### config.mk
export PLATFORM = sky130hd
export DESIGN_NAME = area_remap
export DESIGN_NICKNAME = d
export VERILOG_FILES = /design/src/rtl/area_remap_pkg.sv /design/src/rtl/area_remap_cfg.sv /design/src/rtl/area_remap_sel.sv /design/src/rtl/area_remap_add.sv /design/src/rtl/area_remap.sv
export SDC_FILE = /design/constraint.sdc
export NUM_CORES = 1
export LEC_CHECK = 0
export ABC_AREA = 1
export BUFFER_PORTS_ARGS = -buffer_cell sky130_fd_sc_hd__buf_2
export CORE_ASPECT_RATIO = 1.5
export CORE_MARGIN = 2
export CORE_UTILIZATION = 58
export DETAILED_ROUTE_END_ITERATION = 10
export PLACE_DENSITY = 0.95
export SETUP_SLACK_MARGIN = 0.05
export SLEW_MARGIN = 20
export SYNTH_ARGS = -nofsm -noshare
export SYNTH_HDL_FRONTEND = slang
export SYNTH_SLANG_ARGS = --single-unit
### constraint.sdc
create_clock -name clk -period 4.05 [get_ports clk]
set_input_delay 0.405 -clock clk [delete_from_list [all_inputs] [get_ports clk]]
set_output_delay 0.405 -clock clk [all_outputs]
set_load 0.1 [all_outputs]
### src/rtl/area_remap_pkg.sv
package area_remap_pkg;

  // Area codes driven on rsp_area
  typedef enum logic [1:0] {
    AREA_ROOT   = 2'd0,
    AREA_BANK   = 2'd1,
    AREA_COMMON = 2'd2
  } area_e;

  // Register select codes on cfg_sel
  typedef enum logic [1:0] {
    CSEL_BOUND = 2'd0,
    CSEL_CBASE = 2'd1,
    CSEL_BBASE = 2'd2,
    CSEL_NONE  = 2'd3
  } csel_e;

  // Relocatable areas with a base register: index 0 common, 1 bank
  localparam int unsigned NUM_BASES  = 2;
  localparam int unsigned BASE_IDX_C = 0;
  localparam int unsigned BASE_IDX_B = 1;

endpackage

### src/rtl/area_remap_cfg.sv
module area_remap_cfg
  import area_remap_pkg::*;
#(
  parameter int unsigned NIB_W     = 4,
  parameter int unsigned BASE_W    = 8,
  parameter int unsigned RST_BOUND = 'hF0
) (
  input  logic              clk,
  input  logic              rst_n,
  input  logic              cfg_we,
  input  logic [1:0]        cfg_sel,
  input  logic [BASE_W-1:0] cfg_wdata,
  output logic [NIB_W-1:0]  bound_common,
  output logic [NIB_W-1:0]  bound_bank,
  output logic [BASE_W-1:0] base_common,
  output logic [BASE_W-1:0] base_bank
);

  localparam int unsigned BND_W = 2 * NIB_W;

  csel_e sel_e;
  assign sel_e = csel_e'(cfg_sel);

  // Boundary register: upper field common start, lower field bank start
  logic             bnd_en;
  logic [BND_W-1:0] bnd_d;
  logic [BND_W-1:0] bnd_q;

  always_comb begin
    bnd_en = cfg_we && (sel_e == CSEL_BOUND);
    bnd_d  = cfg_wdata[BND_W-1:0];
  end

  always_ff @(posedge clk or negedge rst_n) begin
    if (!rst_n) begin
      bnd_q <= BND_W'(RST_BOUND);
    end else if (bnd_en) begin
      bnd_q <= bnd_d;
    end
  end

  assign bound_common = bnd_q[BND_W-1:NIB_W];
  assign bound_bank   = bnd_q[NIB_W-1:0];

  // Base registers, one per relocatable area; select code is index + 1
  logic [NUM_BASES-1:0][BASE_W-1:0] base_all;

  for (genvar g = 0; g < NUM_BASES; g++) begin : g_base
    logic              en;
    logic [BASE_W-1:0] d;
    logic [BASE_W-1:0] q;

    always_comb begin
      en = cfg_we && (cfg_sel == 2'(g + 1));
      d  = cfg_wdata;
    end

    always_ff @(posedge clk or negedge rst_n) begin
      if (!rst_n) begin
        q <= '0;
      end else if (en) begin
        q <= d;
      end
    end

    assign base_all[g] = q;
  end

  assign base_common = base_all[BASE_IDX_C];
  assign base_bank   = base_all[BASE_IDX_B];

endmodule

### src/rtl/area_remap_sel.sv
module area_remap_sel
  import area_remap_pkg::*;
#(
  parameter int unsigned NIB_W = 4
) (
  input  logic [NIB_W-1:0] laddr_top,
  input  logic [NIB_W-1:0] bound_common,
  input  logic [NIB_W-1:0] bound_bank,
  output logic [1:0]       area
);

  logic  in_common;
  logic  in_bank;
  area_e area_e_w;

  // Common start has priority over bank start
  always_comb begin
    in_common = (laddr_top >= bound_common);
    in_bank   = (laddr_top >= bound_bank);
    if (in_common) begin
      area_e_w = AREA_COMMON;
    end else if (in_bank) begin
      area_e_w = AREA_BANK;
    end else begin
      area_e_w = AREA_ROOT;
    end
  end

  assign area = area_e_w;

endmodule

### src/rtl/area_remap_add.sv
module area_remap_add
  import area_remap_pkg::*;
#(
  parameter int unsigned LADDR_W = 16,
  parameter int unsigned PADDR_W = 20,
  parameter int unsigned BASE_W  = 8
) (
  input  logic [LADDR_W-1:0] laddr,
  input  logic [1:0]         area,
  input  logic [BASE_W-1:0]  base_common,
  input  logic [BASE_W-1:0]  base_bank,
  output logic [PADDR_W-1:0] paddr
);

  localparam int unsigned SHIFT = PADDR_W - BASE_W;
  localparam int unsigned EXT_W = PADDR_W - LADDR_W;

  logic [BASE_W-1:0]  base_sel;
  logic [PADDR_W-1:0] offset;
  logic [PADDR_W-1:0] laddr_ext;

  always_comb begin
    case (area_e'(area))
      AREA_COMMON: base_sel = base_common;
      AREA_BANK:   base_sel = base_bank;
      default:     base_sel = '0;
    endcase
    offset    = {base_sel, {SHIFT{1'b0}}};
    laddr_ext = {{EXT_W{1'b0}}, laddr};
    // Carry out of the top bit is dropped: modulo 2^PADDR_W
    paddr     = laddr_ext + offset;
  end

endmodule

### src/rtl/area_remap.sv
module area_remap
  import area_remap_pkg::*;
#(
  parameter int unsigned LADDR_W   = 16,
  parameter int unsigned PADDR_W   = 20,
  parameter int unsigned BASE_W    = 8,
  parameter int unsigned RST_BOUND = 'hF0
) (
  input  logic               clk,
  input  logic               rst_n,
  input  logic               cfg_we,
  input  logic [1:0]         cfg_sel,
  input  logic [BASE_W-1:0]  cfg_wdata,
  input  logic               req_vld,
  input  logic [LADDR_W-1:0] req_laddr,
  output logic               rsp_vld,
  output logic [PADDR_W-1:0] rsp_paddr,
  output logic [1:0]         rsp_area
);

  localparam int unsigned SHIFT = PADDR_W - BASE_W;
  localparam int unsigned NIB_W = LADDR_W - SHIFT;

  logic [NIB_W-1:0]   bound_common;
  logic [NIB_W-1:0]   bound_bank;
  logic [BASE_W-1:0]  base_common;
  logic [BASE_W-1:0]  base_bank;
  logic [1:0]         area_w;
  logic [PADDR_W-1:0] paddr_w;

  area_remap_cfg #(
    .NIB_W     (NIB_W),
    .BASE_W    (BASE_W),
    .RST_BOUND (RST_BOUND)
  ) i_cfg (
    .clk          (clk),
    .rst_n        (rst_n),
    .cfg_we       (cfg_we),
    .cfg_sel      (cfg_sel),
    .cfg_wdata    (cfg_wdata),
    .bound_common (bound_common),
    .bound_bank   (bound_bank),
    .base_common  (base_common),
    .base_bank    (base_bank)
  );

  area_remap_sel #(
    .NIB_W (NIB_W)
  ) i_sel (
    .laddr_top    (req_laddr[LADDR_W-1:SHIFT]),
    .bound_common (bound_common),
    .bound_bank   (bound_bank),
    .area         (area_w)
  );

  area_remap_add #(
    .LADDR_W (LADDR_W),
    .PADDR_W (PADDR_W),
    .BASE_W  (BASE_W)
  ) i_add (
    .laddr       (req_laddr),
    .area        (area_w),
    .base_common (base_common),
    .base_bank   (base_bank),
    .paddr       (paddr_w)
  );

  // Response stage: valid always follows, payload loads only on a request
  logic               vld_d;
  logic               vld_q;
  logic               pay_en;
  logic [PADDR_W-1:0] paddr_d;
  logic [PADDR_W-1:0] paddr_q;
  logic [1:0]         area_d;
  logic [1:0]         area_q;

  always_comb begin
    vld_d   = req_vld;
    pay_en  = req_vld;
    paddr_d = paddr_w;
    area_d  = area_w;
  end

  always_ff @(posedge clk or negedge rst_n) begin
    if (!rst_n) begin
      vld_q <= 1'b0;
    end else begin
      vld_q <= vld_d;
    end
  end

  always_ff @(posedge clk or negedge rst_n) begin
    if (!rst_n) begin
      paddr_q <= '0;
      area_q  <= AREA_ROOT;
    end else if (pay_en) begin
      paddr_q <= paddr_d;
      area_q  <= area_d;
    end
  end

  assign rsp_vld   = vld_q;
  assign rsp_paddr = paddr_q;
  assign rsp_area  = area_q;

endmodule

==> flow_summary.toml, run 1 <==
[clocking]
clk_path_buf_depth = 2
cts_setup_buffers = 0
cts_resized = 0
cts_inserted_buffers = 5
worstSkewPairLatency_ns = 0.30
holdBufCountCts = 0
htree_levels = 2
cts_tree = "done"
path_clk_slew_ns = 0.09
cts_sinks = 47
cts-root-buf = "clkbuf_8"

[timing]
hold_violations = 0
timing.setup.tns_ns = 0
finalMaxSlewViolations = 0
setup_viol = 0
relSlewSlack_pct = 57.4
fin_skew_ns = 0.00946
min_period_ns = 3.07
worst_pin_slew_ns = 0.635
fmax_mhz = 326
rsz0062_at_grt = "no"
period_share_pct = 75.9
hold_slack_ns = 0.0835

[cells_and_area]
antenna_cells = 0
utilization_pct = 70.1
fin_nets = 369
instances_no_fill = 372
multi_input_area_sq_um = 987
syn_to_final_growth_pct = 17.0
final.fill_count = 288
drive_gt1_share_pct = 23.2
seqCellArea_sq_um = 1180

[worst_setup_path]
startpoint = "i_cfg.bnd_q[7]$_DFFE_PN1P_"
timing.rr.end = "rsp_paddr[18]$_DFFE_PN0P_"
worstPathRequired_ns = 4.25
critPathCaptureType = "flip-flop"
crit_path_end = "rsp_paddr[18]$_DFFE_PN0P_"
crit_type = "flip-flop to flip-flop"
cp_slowest_stage_delay_ns = 0.53
critPathBufInv = 2
rrSetupSlack_ns = 0.98
cpLargestDelayFamily = "simple AND/OR/NAND/NOR gates"
timing.rr.start = "i_cfg.bnd_q[7]$_DFFE_PN1P_"
cp.depth = 15
start_kind = "flip-flop"
r2r_cells = 15
cpMaxStageDelayCell = "dfstp_2"
crit_arrival_ns = 3.27
path_cells = "inv_1 > ha_1 > a21oi_2 > nand2_2 > nor2_8 > nand2_1 > o22ai_1 > inv_1 > fa_1 > nor2_1 > o21ai_0 > nand2_1 > nand4_1 > nand3_1 > nand2_1"
path_max_fanout = 10
crit_top_cell = "nand2_1"

[route]
met3_wirelength_um = 232
routed.top_layer = "met4"
firstDrtPassIters = 5
postRouteAntennaNets = 0
viasPerCell = 5.33
drtIter0Drc = 111
routedWlPerCell_um = 13.3
wirelength_um = 4950
via_count = 1983
wl_met1_um = 1860
drc = 0
route.met2.wl_um = 2620

[pwr]
vdd_drop_max_mv = 0.446
p_sw_uw = 721
power.density_nw_per_um2 = 588
internal-power_uw = 881
p_clk_share_pct = 20.9
power.share.sequential_pct = 37.5
p_comb_share_pct = 41.7
p_leak_uw = 0.00150
power_uw = 1600
p_sw_share_pct = 45.0

[logic_synthesis]
synth_ff_type = "dfrtp_1"
yosysMostFrequentCell = "nand2_1"
synth_area_sq_um = 2330
syn_inst = 274
synth-edff-count = 0
ys_seq_area_share_pct = 50.7
synth_cell_types = 28
synthTopCellsByCount = "nand2_1 (100), dfrtp_1 (43), inv_1 (33), o21ai_0 (29)"
yosys_register_bits = 47
synth_top_area_share_pct = 46.2
synth.area.top_cells = "dfrtp_1 (46%), nand2_1 (16%), ha_1 (6.4%)"
netlist.top_cell.by_area = "dfrtp_1"
synth.avg_cell_area_sq_um = 8.50
async_flop_share_pct = 100
synth_fp_nets = 317
ys_warn_count = 0

[global_route]
grt_antenna_before_repair = 0
grt_pass1_wl_um = 8100
track_usage_pct = 23.2
grt_pass1_vias = 1782
grt-ovfl-total = 0
grt_max_degree = 48

[placed_design]
dpl.hpwl_um = 3640
gp_congestion = 0.871
dp_cells = 364
io_buffers = 52

[run]
max_cap_violations = 0

[floorplan]
start_util_pct = 59.9
core_area_sq_um = 3890
fp.dieH_um = 81.6
ios = 53
die_w_um = 55.8
die_area_sq_um = 4550
std_cell_rows = 28

[status]
outcome = "finished, final reports clean"

[worst_hold_path]
hold_class = "primary input to asynchronous set/reset pin"
[power by group through the flow]
stage / sequential, uW / combinational, uW / clock [uW]
after floorplan: 905 / 230 / 0
after global routing: 610 / 715 / 355
after detailed placement: 608 / 662 / 0
final: 600 / 668 / 334
after CTS: 599 / 667 / 337
after global placement: 602 / 645 / 0
[worst min path at each step]
| stage | start | to | slack [ns] | cells after the start |
|---|---|---|---|---|
| 3_5_place_dp | rsp_paddr[9]$_DFFE_PN0P_ | rsp_paddr[9]$_DFFE_PN0P_ | 0.45 | 2 |
| 5_1_grt | rst_n | rsp_paddr[3]$_DFFE_PN0P_ | 0.13 | 1 |
| 4_1_cts | rst_n | rsp_paddr[3]$_DFFE_PN0P_ | 0.29 | 1 |
| 3_3_place_gp | rsp_paddr[9]$_DFFE_PN0P_ | rsp_paddr[9]$_DFFE_PN0P_ | 0.45 | 2 |
| 6_report | rst_n | rsp_paddr[3]$_DFFE_PN0P_ | 0.08 | 1 |
| 2_1_floorplan | rst_n | i_cfg.base_bank[0]$_DFFE_PN0P_ | 0.11 | 0 |
[cell type report]
type | instances | area share [%]
flip-flops and latches | 47 | 43.3
multi-input cells | 185 | 36.2
repair buffers | 52 | 9.64
inverters | 35 | 4.82
clock buffers | 7 | 2.80
well taps | 45 | 2.07
clock inverters | 1 | 1.10
[layout by cell type (no fill, tap or decap)]
| cell type | Yosys | final |
|---|---|---|
| inv_1 | 33 | 33 |
| nand3_4 | 1 | 1 |
| a21oi_2 | 1 | 1 |
| o21ai_0 | 29 | 29 |
| a22o_1 | 1 | 1 |
| fa_1 | 1 | 1 |
| ha_1 | 12 | 12 |
| xnor2_1 | 1 | 1 |
| nor2_1 | 6 | 6 |
| inv_2 | 1 | 1 |
| buf_4 | 1 | 1 |
| nand3_2 | 2 | 2 |
| a21oi_1 | 3 | 3 |
| dfrtp_1 | 43 | 43 |
| buf_2 | 0 | 51 |
| dfstp_2 | 4 | 4 |
| clkbuf_1 | 6 | 2 |
| nor2_8 | 1 | 1 |
| clkbuf_8 | 0 | 5 |
| o22ai_1 | 2 | 2 |
| nand3_1 | 12 | 12 |
| a31oi_1 | 1 | 1 |
| nand2_2 | 5 | 5 |
| nand2_4 | 1 | 1 |
| nor2_4 | 1 | 1 |
| clkinv_1 | 1 | 1 |
| bufinv_16 | 0 | 1 |
| nand2_1 | 100 | 100 |
| nand4_1 | 2 | 2 |
| o21ai_1 | 2 | 2 |
| nand3b_4 | 1 | 1 |
[sequential cells by signal, summed over array words and instances (netlist names)]
| name | count |
|---|---|
| i_cfg.base_bank | 8 |
| i_cfg.base_common | 8 |
| i_cfg.bnd_q | 8 |
| rsp_area | 2 |
| rsp_paddr | 20 |
| rsp_vld | 1 |
[metal layers]
metal / track usage, % / vias to the layer above
met1: 25.0 / 913
met4: 13.9 / 0
met2: 42.6 / 78
li1: - / 970
met3: 3.78 / 22
met5: 0 / -
[logic make-up (layout without fill, tap and decap cells)]
| family | count (synthesis) | count (layout) | synth area share, % |
|---|---|---|---|
| xor+xnor | 1 | 1 | 0.376 |
| fa+ha+maj | 13 | 13 | 7.30 |
| compound gates | 39 | 39 | 8.86 |
| buf+inv | 42 | 95 | 6.93 |
| simple gates | 132 | 132 | 25.8 |
| flops | 47 | 47 | 50.7 |
[per-stage QoR]
step	cell area [sq um]	setup WS (ns)
finish	2730	0.978
floorplan	2330	1.36
global route	2730	0.779
CTS	2720	1.01
detailed placement	2620	1.08
global placement	2620	1.24
No activity file was read; power rests on OpenSTA's default activity.
==> run 2: changes to the inputs <==
--- a/config.mk
+++ b/config.mk
@@ -9,9 +9,9 @@
 export BUFFER_PORTS_ARGS = -buffer_cell sky130_fd_sc_hd__buf_2
 export CORE_ASPECT_RATIO = 1.5
 export CORE_MARGIN = 2
-export CORE_UTILIZATION = 58
+export CORE_UTILIZATION = 53
 export DETAILED_ROUTE_END_ITERATION = 10
-export PLACE_DENSITY = 0.95
+export PLACE_DENSITY = 0.91
 export SETUP_SLACK_MARGIN = 0.05
 export SLEW_MARGIN = 20
 export SYNTH_ARGS = -nofsm -noshare
==> constraint.sdc (replaced) <==
create_clock -name clk -period 3.12 [get_ports clk]
set_input_delay 0.312 -clock clk [delete_from_list [all_inputs] [get_ports clk]]
set_output_delay 0.312 -clock clk [all_outputs]
set_load 0.1 [all_outputs]
==> run 2 against run 1 <==
Against the previous run: the run now ends with hold timing left; global-route usage is 1.3 points lower; flip-flop and latch count is the same; clock skew is 0.0056 ns lower; routed wire length shrank 1.4%; non-clock buffer count rose by 3; die area rose by 8.9%; clock power up 55%; via count up 0.25%; sequential power rose by 29%; count of clock-buffer cells in the layout decreased by 1; largest cell class unchanged.
==> flow_summary.toml, run 2 (same netlist as run 1, synthesis figures left out) <==
[floorplan]
ios = 53
start_util_pct = 54.9
die_w_um = 58.1
die_area_sq_um = 4950
core_area_sq_um = 4250
fp.dieH_um = 85.2
std_cell_rows = 29

[clocking]
cts_tree = "done"
holdBufCountCts = 0
cts_sinks = 47
worstSkewPairLatency_ns = 0.30
clk_path_buf_depth = 2
htree_levels = 2
cts_inserted_buffers = 5
path_clk_slew_ns = 0.08
cts-root-buf = "clkbuf_8"

[status]
violations = "hold timing"
outcome = "finished with violations"

[global_route]
grt_pass1_wl_um = 8310
grt-ovfl-total = 0
grt_max_degree = 48
grt_antenna_before_repair = 0
grt_pass1_vias = 1921
track_usage_pct = 21.9

[worst_setup_path]
cpLargestDelayFamily = "simple AND/OR/NAND/NOR gates"
crit_type = "flip-flop to flip-flop"
startpoint = "i_cfg.bnd_q[5]$_DFFE_PN1P_"
cp.depth = 18
timing.rr.start = "i_cfg.bnd_q[5]$_DFFE_PN1P_"
crit_path_end = "rsp_paddr[18]$_DFFE_PN0P_"
crit_top_cell = "nand2_1"
r2r_cells = 18
timing.rr.end = "rsp_paddr[18]$_DFFE_PN0P_"
worstPathRequired_ns = 3.32
critPathBufInv = 2
cp_slowest_stage_delay_ns = 0.54
critPathCaptureType = "flip-flop"
cpMaxStageDelayCell = "dfstp_2"
start_kind = "flip-flop"
path_cells = "inv_1 > ha_1 > nand2_1 > nand2_1 > nand2_2 > nand2_2 > nor2_8 > nand3_1 > nand2_1 > ha_1 > inv_1 > fa_2 > nor2_2 > o21ai_0 > nand2_1 > nand4_1 > nand3_1 > nand2_1"
path_max_fanout = 7
crit_arrival_ns = 3.00
rrSetupSlack_ns = 0.32

[cells_and_area]
largest_register_ffs = 20
syn_to_final_growth_pct = 20.6
final_common_cell = "nand2_1"
final_area_sq_um = 2810
antenna_cells = 0
fin_nets = 372
final_cell_mix = "nand2_1 (99), buf_2 (51), dfrtp_1 (43)"
drive_gt1_share_pct = 25.8

[route]
viasPerCell = 5.29
routedWlPerCell_um = 13.0
drtIter0Drc = 88
firstDrtPassIters = 5
postRouteAntennaNets = 0
drc = 0
via_count = 1988
wirelength_um = 4880

[timing]
hold_slack_ns = -0.00521
finalMaxSlewViolations = 0
period_share_pct = 89.7
fin_skew_ns = 0.00384
setup_viol = 0
worst_pin_slew_ns = 0.639
rsz0062_at_grt = "no"
relSlewSlack_pct = 57.1
timing.setup.tns_ns = 0
fmax_mhz = 357
hold_violations = 3
min_period_ns = 2.80

[placed_design]
dpl.hpwl_um = 3610
io_buffers = 52
gp_congestion = 0.871
place_area_sq_um = 2620

[pwr]
vdd_drop_max_mv = 0.766
p_comb_share_pct = 41.0
power.share.sequential_pct = 35.4
p_leak_uw = 0.00153
p_sw_uw = 944
p_clk_share_pct = 23.6
power.density_nw_per_um2 = 780
internal-power_uw = 1250
p_sw_share_pct = 43.1

[run]
max_cap_violations = 0

[worst_hold_path]
hold_class = "primary input to asynchronous set/reset pin"
-- run 2: layer usage --
metal / routed length, um / part of all wire (%) / vias up / GRT usage, %
met1: 1910 / 39 / 952 / 24.5
li1: - / - / 979 / -
met2: 2690 / 55 / 47 / 39.9
met3: 179 / 3.7 / 10 / 4.27
met4: 105 / 2.2 / 0 / 8.46
met5: 0 / 0 / - / 0
-- run 2: power by group through the flow --
stage	clock, uW	sequential [uW]	combinational (uW)
after floorplan	0	1170	298
after global placement	0	782	836
after detailed placement	0	788	858
after CTS	520	776	863
after global routing	548	790	968
final	517	776	899
-- run 2: per-stage QoR --
stage                     instances  util, %  power [uW]  hold slack (ns)  setup slack, ns
after floorplan                 274        -        1470           0.0164            0.434
after global placement          365     61.7        1620            0.448            0.326
after detailed placement        365     61.7        1650            0.454            0.180
after CTS                       373     64.8        2160            0.198            0.141
after global routing            376     66.2        2310           0.0469           0.0579
final                           376     66.2        2190         -0.00521            0.320
-- run 2: cell type report --
cell class / count / area [sq um]
Clock buffer: 6 / 72.6
Clock inverter: 2 / 60.1
Fill cell: 317 / 1440
Inverter: 35 / 131
Multi-Input combinational cell: 185 / 1020
Sequential cell: 47 / 1180
Tap cell: 46 / 57.6
Timing Repair Buffer: 55 / 285
-- run 2: worst min-delay path by stage --
stage	endpoint	slack (ns)	depth (start not counted)
5_1_grt	i_cfg.base_bank[0]$_DFFE_PN0P_	0.05	1
2_1_floorplan	i_cfg.base_bank[0]$_DFFE_PN0P_	0.02	0
3_5_place_dp	rsp_paddr[10]$_DFFE_PN0P_	0.45	2
3_3_place_gp	rsp_paddr[10]$_DFFE_PN0P_	0.45	2
6_report	i_cfg.bnd_q[2]$_DFFE_PN0P_	-0.005	1
4_1_cts	i_cfg.bnd_q[2]$_DFFE_PN0P_	0.20	1
-- run 2: repair_timing --
item	4_1_cts	5_1_grt
endpoints found under the setup margin	0	2
buffers inserted	0	3
gates resized for setup	0	6
-- run 2: worst register-to-register path: stages (launching register included) --
cell     delay, ns
dfstp_2       0.54
inv_1         0.04
ha_1          0.28
nand2_1       0.07
nand2_1       0.07
nand2_2       0.10
nand2_2       0.10
nor2_8        0.16
nand3_1       0.09
nand2_1       0.07
ha_1          0.15
inv_1         0.06
fa_2          0.34
nor2_2        0.13
o21ai_0       0.08
nand2_1       0.13
nand4_1       0.12
nand3_1       0.10
nand2_1       0.05
==> run 3: changes to the inputs <==
--- a/config.mk
+++ b/config.mk
@@ -9,9 +9,9 @@
 export BUFFER_PORTS_ARGS = -buffer_cell sky130_fd_sc_hd__buf_2
 export CORE_ASPECT_RATIO = 1.5
 export CORE_MARGIN = 2
-export CORE_UTILIZATION = 53
+export CORE_UTILIZATION = 48
 export DETAILED_ROUTE_END_ITERATION = 10
-export PLACE_DENSITY = 0.91
+export PLACE_DENSITY = 0.87
 export SETUP_SLACK_MARGIN = 0.05
 export SLEW_MARGIN = 20
 export SYNTH_ARGS = -nofsm -noshare
==> constraint.sdc (replaced) <==
create_clock -name clk -period 2.3 [get_ports clk]
set_input_delay 0.23 -clock clk [delete_from_list [all_inputs] [get_ports clk]]
set_output_delay 0.23 -clock clk [all_outputs]
set_load 0.1 [all_outputs]
==> run 3 against run 2 <==
Against the previous run: the flow finishes with violations (setup timing); clock skew up 0.0035 ns; largest cell class unchanged; sequential share of layout area down 4.1 points; first-iteration DRC count up 17%; final area up 11%; maximum frequency up 7.3%; critical endpoint unchanged; core utilization down 0.86 points; via count up 4.2%; routed wire length up 16%; flip-flop and latch count unchanged; power up 38%.
==> flow_summary.toml, run 3 (same netlist as run 1, synthesis figures left out) <==
[floorplan]
std_cell_rows = 31
core_area_sq_um = 4770
die_area_sq_um = 5440
start_util_pct = 48.8
ios = 53
fp.dieH_um = 89.3
die_w_um = 60.9

[timing]
worst_pin_slew_ns = 0.541
setup_viol = 6
fmax_mhz = 383
hold_violations = 0
setup_slack_ns = -0.308
relSlewSlack_pct = 63.8
period_share_pct = 113
fin_skew_ns = 0.00736
min_period_ns = 2.61
rsz0062_at_grt = "yes"
finalMaxSlewViolations = 0

[pwr]
p_leak_uw = 0.00165
power.share.sequential_pct = 34.8
p_sw_share_pct = 46.0
vdd_drop_max_mv = 0.568
power.density_nw_per_um2 = 973
power_uw = 3030
p_sw_uw = 1390
p_comb_share_pct = 47.6
internal-power_uw = 1640
p_clk_share_pct = 17.6

[cells_and_area]
drive_gt1_share_pct = 36.9
multi_input_area_sq_um = 1150
seqCellArea_sq_um = 1180
final_common_cell = "nand2_1"
syn_to_final_growth_pct = 33.7
largest_register_ffs = 20
final_cell_mix = "nand2_1 (92), buf_2 (52), dfrtp_1 (43)"
antenna_cells = 0
fin_nets = 394
final_area_sq_um = 3120
final.fill_count = 377

[run]
max_cap_violations = 0

[clocking]
cts_inserted_buffers = 5
cts-root-buf = "clkbuf_8"
path_clk_slew_ns = 0.09
htree_levels = 2
clk_path_buf_depth = 2
cts_tree = "done"
worstSkewPairLatency_ns = 0.31
cts_sinks = 47

[worst_setup_path]
start_kind = "flip-flop"
critPathCaptureType = "flip-flop"
worstPathRequired_ns = 2.51
crit_type = "flip-flop to flip-flop"
path_max_fanout = 5
crit_arrival_ns = 2.82

[route]
via_count = 2071
firstDrtPassIters = 4
routedWlPerCell_um = 13.6
drc = 0
wirelength_um = 5670
viasPerCell = 4.95
drtIter0Drc = 103
postRouteAntennaNets = 0

[global_route]
grt_max_degree = 37
grt-ovfl-total = 0
grt_pass1_wl_um = 9110
track_usage_pct = 22.5
grt_antenna_before_repair = 0
grt_pass1_vias = 2006

[worst_hold_path]
hold_class = "primary input to flip-flop"

[placed_design]
io_buffers = 52
place_area_sq_um = 2850
dpl.hpwl_um = 4050
gp_congestion = 0.808

[status]
outcome = "finished with violations"
violations = "setup timing"
==> run 3: cell types whose count changed in the layout (fill, tap and decap cells not counted), moves of 4 or more <==
cell | before | now
nand2_1 | 99 | 92
buf_4 | 4 | 20
nand2_4 | 1 | 5
ha_1 | 11 | 7
ha_4 | 1 | 5
inv_1 | 33 | 27
inv_2 | 1 | 6
==> run 3: path summary, 6_finish.rpt <==
kind                                            start                         end  slack (ns)  cells after the start
hold / removal                           req_laddr[6]    rsp_paddr[6]$_DFFE_PN0P_        0.11                      3
hold reg to reg              rsp_paddr[6]$_DFFE_PN0P_    rsp_paddr[6]$_DFFE_PN0P_        0.47                      2
max in group asynchronous                       rst_n  i_cfg.bnd_q[4]$_DFFE_PN1P_        1.23                      3
min in group asynchronous                       rst_n  i_cfg.bnd_q[2]$_DFFE_PN0P_        0.31                      2
setup / recovery           i_cfg.bnd_q[7]$_DFFE_PN1P_   rsp_paddr[18]$_DFFE_PN0P_       -0.31                     16
setup reg to reg           i_cfg.bnd_q[7]$_DFFE_PN1P_   rsp_paddr[18]$_DFFE_PN0P_       -0.31                     16
==> run 3: metal layers <==
metal  wire (um)  vias up  GRT usage, %
met5           0        -             0
met2        3100       49          38.7
met1        2170      980          25.9
li1            -     1020             -
met3         172       22          4.63
met4         229        0          11.5
==> run 3: area by class of cell <==
type / instances / area share, %
clock buffer: 6 / 2.65
clock inverter: 2 / 0.442
inverter: 35 / 4.30
multi-input combinational: 185 / 36.8
sequential: 47 / 37.9
tap: 66 / 2.65
timing repair buffer: 77 / 15.2
==> run 3: critical path, cell delays in order, from the launching register on <==
cell	delay, ns
dfstp_2	0.55
inv_2	0.04
ha_4	0.28
nand2_4	0.07
nor2_4	0.12
buf_12	0.12
nor2_8	0.04
buf_6	0.11
o22ai_4	0.15
inv_2	0.06
fa_2	0.39
nor2_4	0.12
o21ai_1	0.06
nand2_1	0.13
nand4_1	0.11
nand3_1	0.09
nand2_1	0.05
==> run 3: per-stage QoR <==
stage,hold WS (ns),setup TNS (ns),worst slack [ns],util (%),std cells
floorplan,-0.0656,-0.516,-0.218,-,274
global placement,0.119,-0.958,-0.226,59.8,402
detailed placement,0.117,-1.60,-0.343,59.8,402
CTS,0.117,-1.11,-0.256,64.6,416
global route,0.124,-2.15,-0.413,65.3,418
finish,0.114,-1.39,-0.308,65.3,418
==> run 3: power groups by stage <==
stage / logic, uW / registers (uW) / clock network [uW]
floorplan: 459 / 1600 / 0
global placement: 1260 / 1060 / 0
detailed placement: 1300 / 1070 / 0
CTS: 1400 / 1050 / 538
global route: 1540 / 1070 / 568
finish: 1440 / 1050 / 535
==> run 3: what timing repair did <==
action | 4_1_cts | 5_1_grt
buffers inserted | 5 | 2
setup endpoints to repair | 7 | 7
gates resized for setup | 18 | 4
hold buffers | 1 | 0
hold endpoints to repair | 10 | 0
pin swaps | 19 | 2
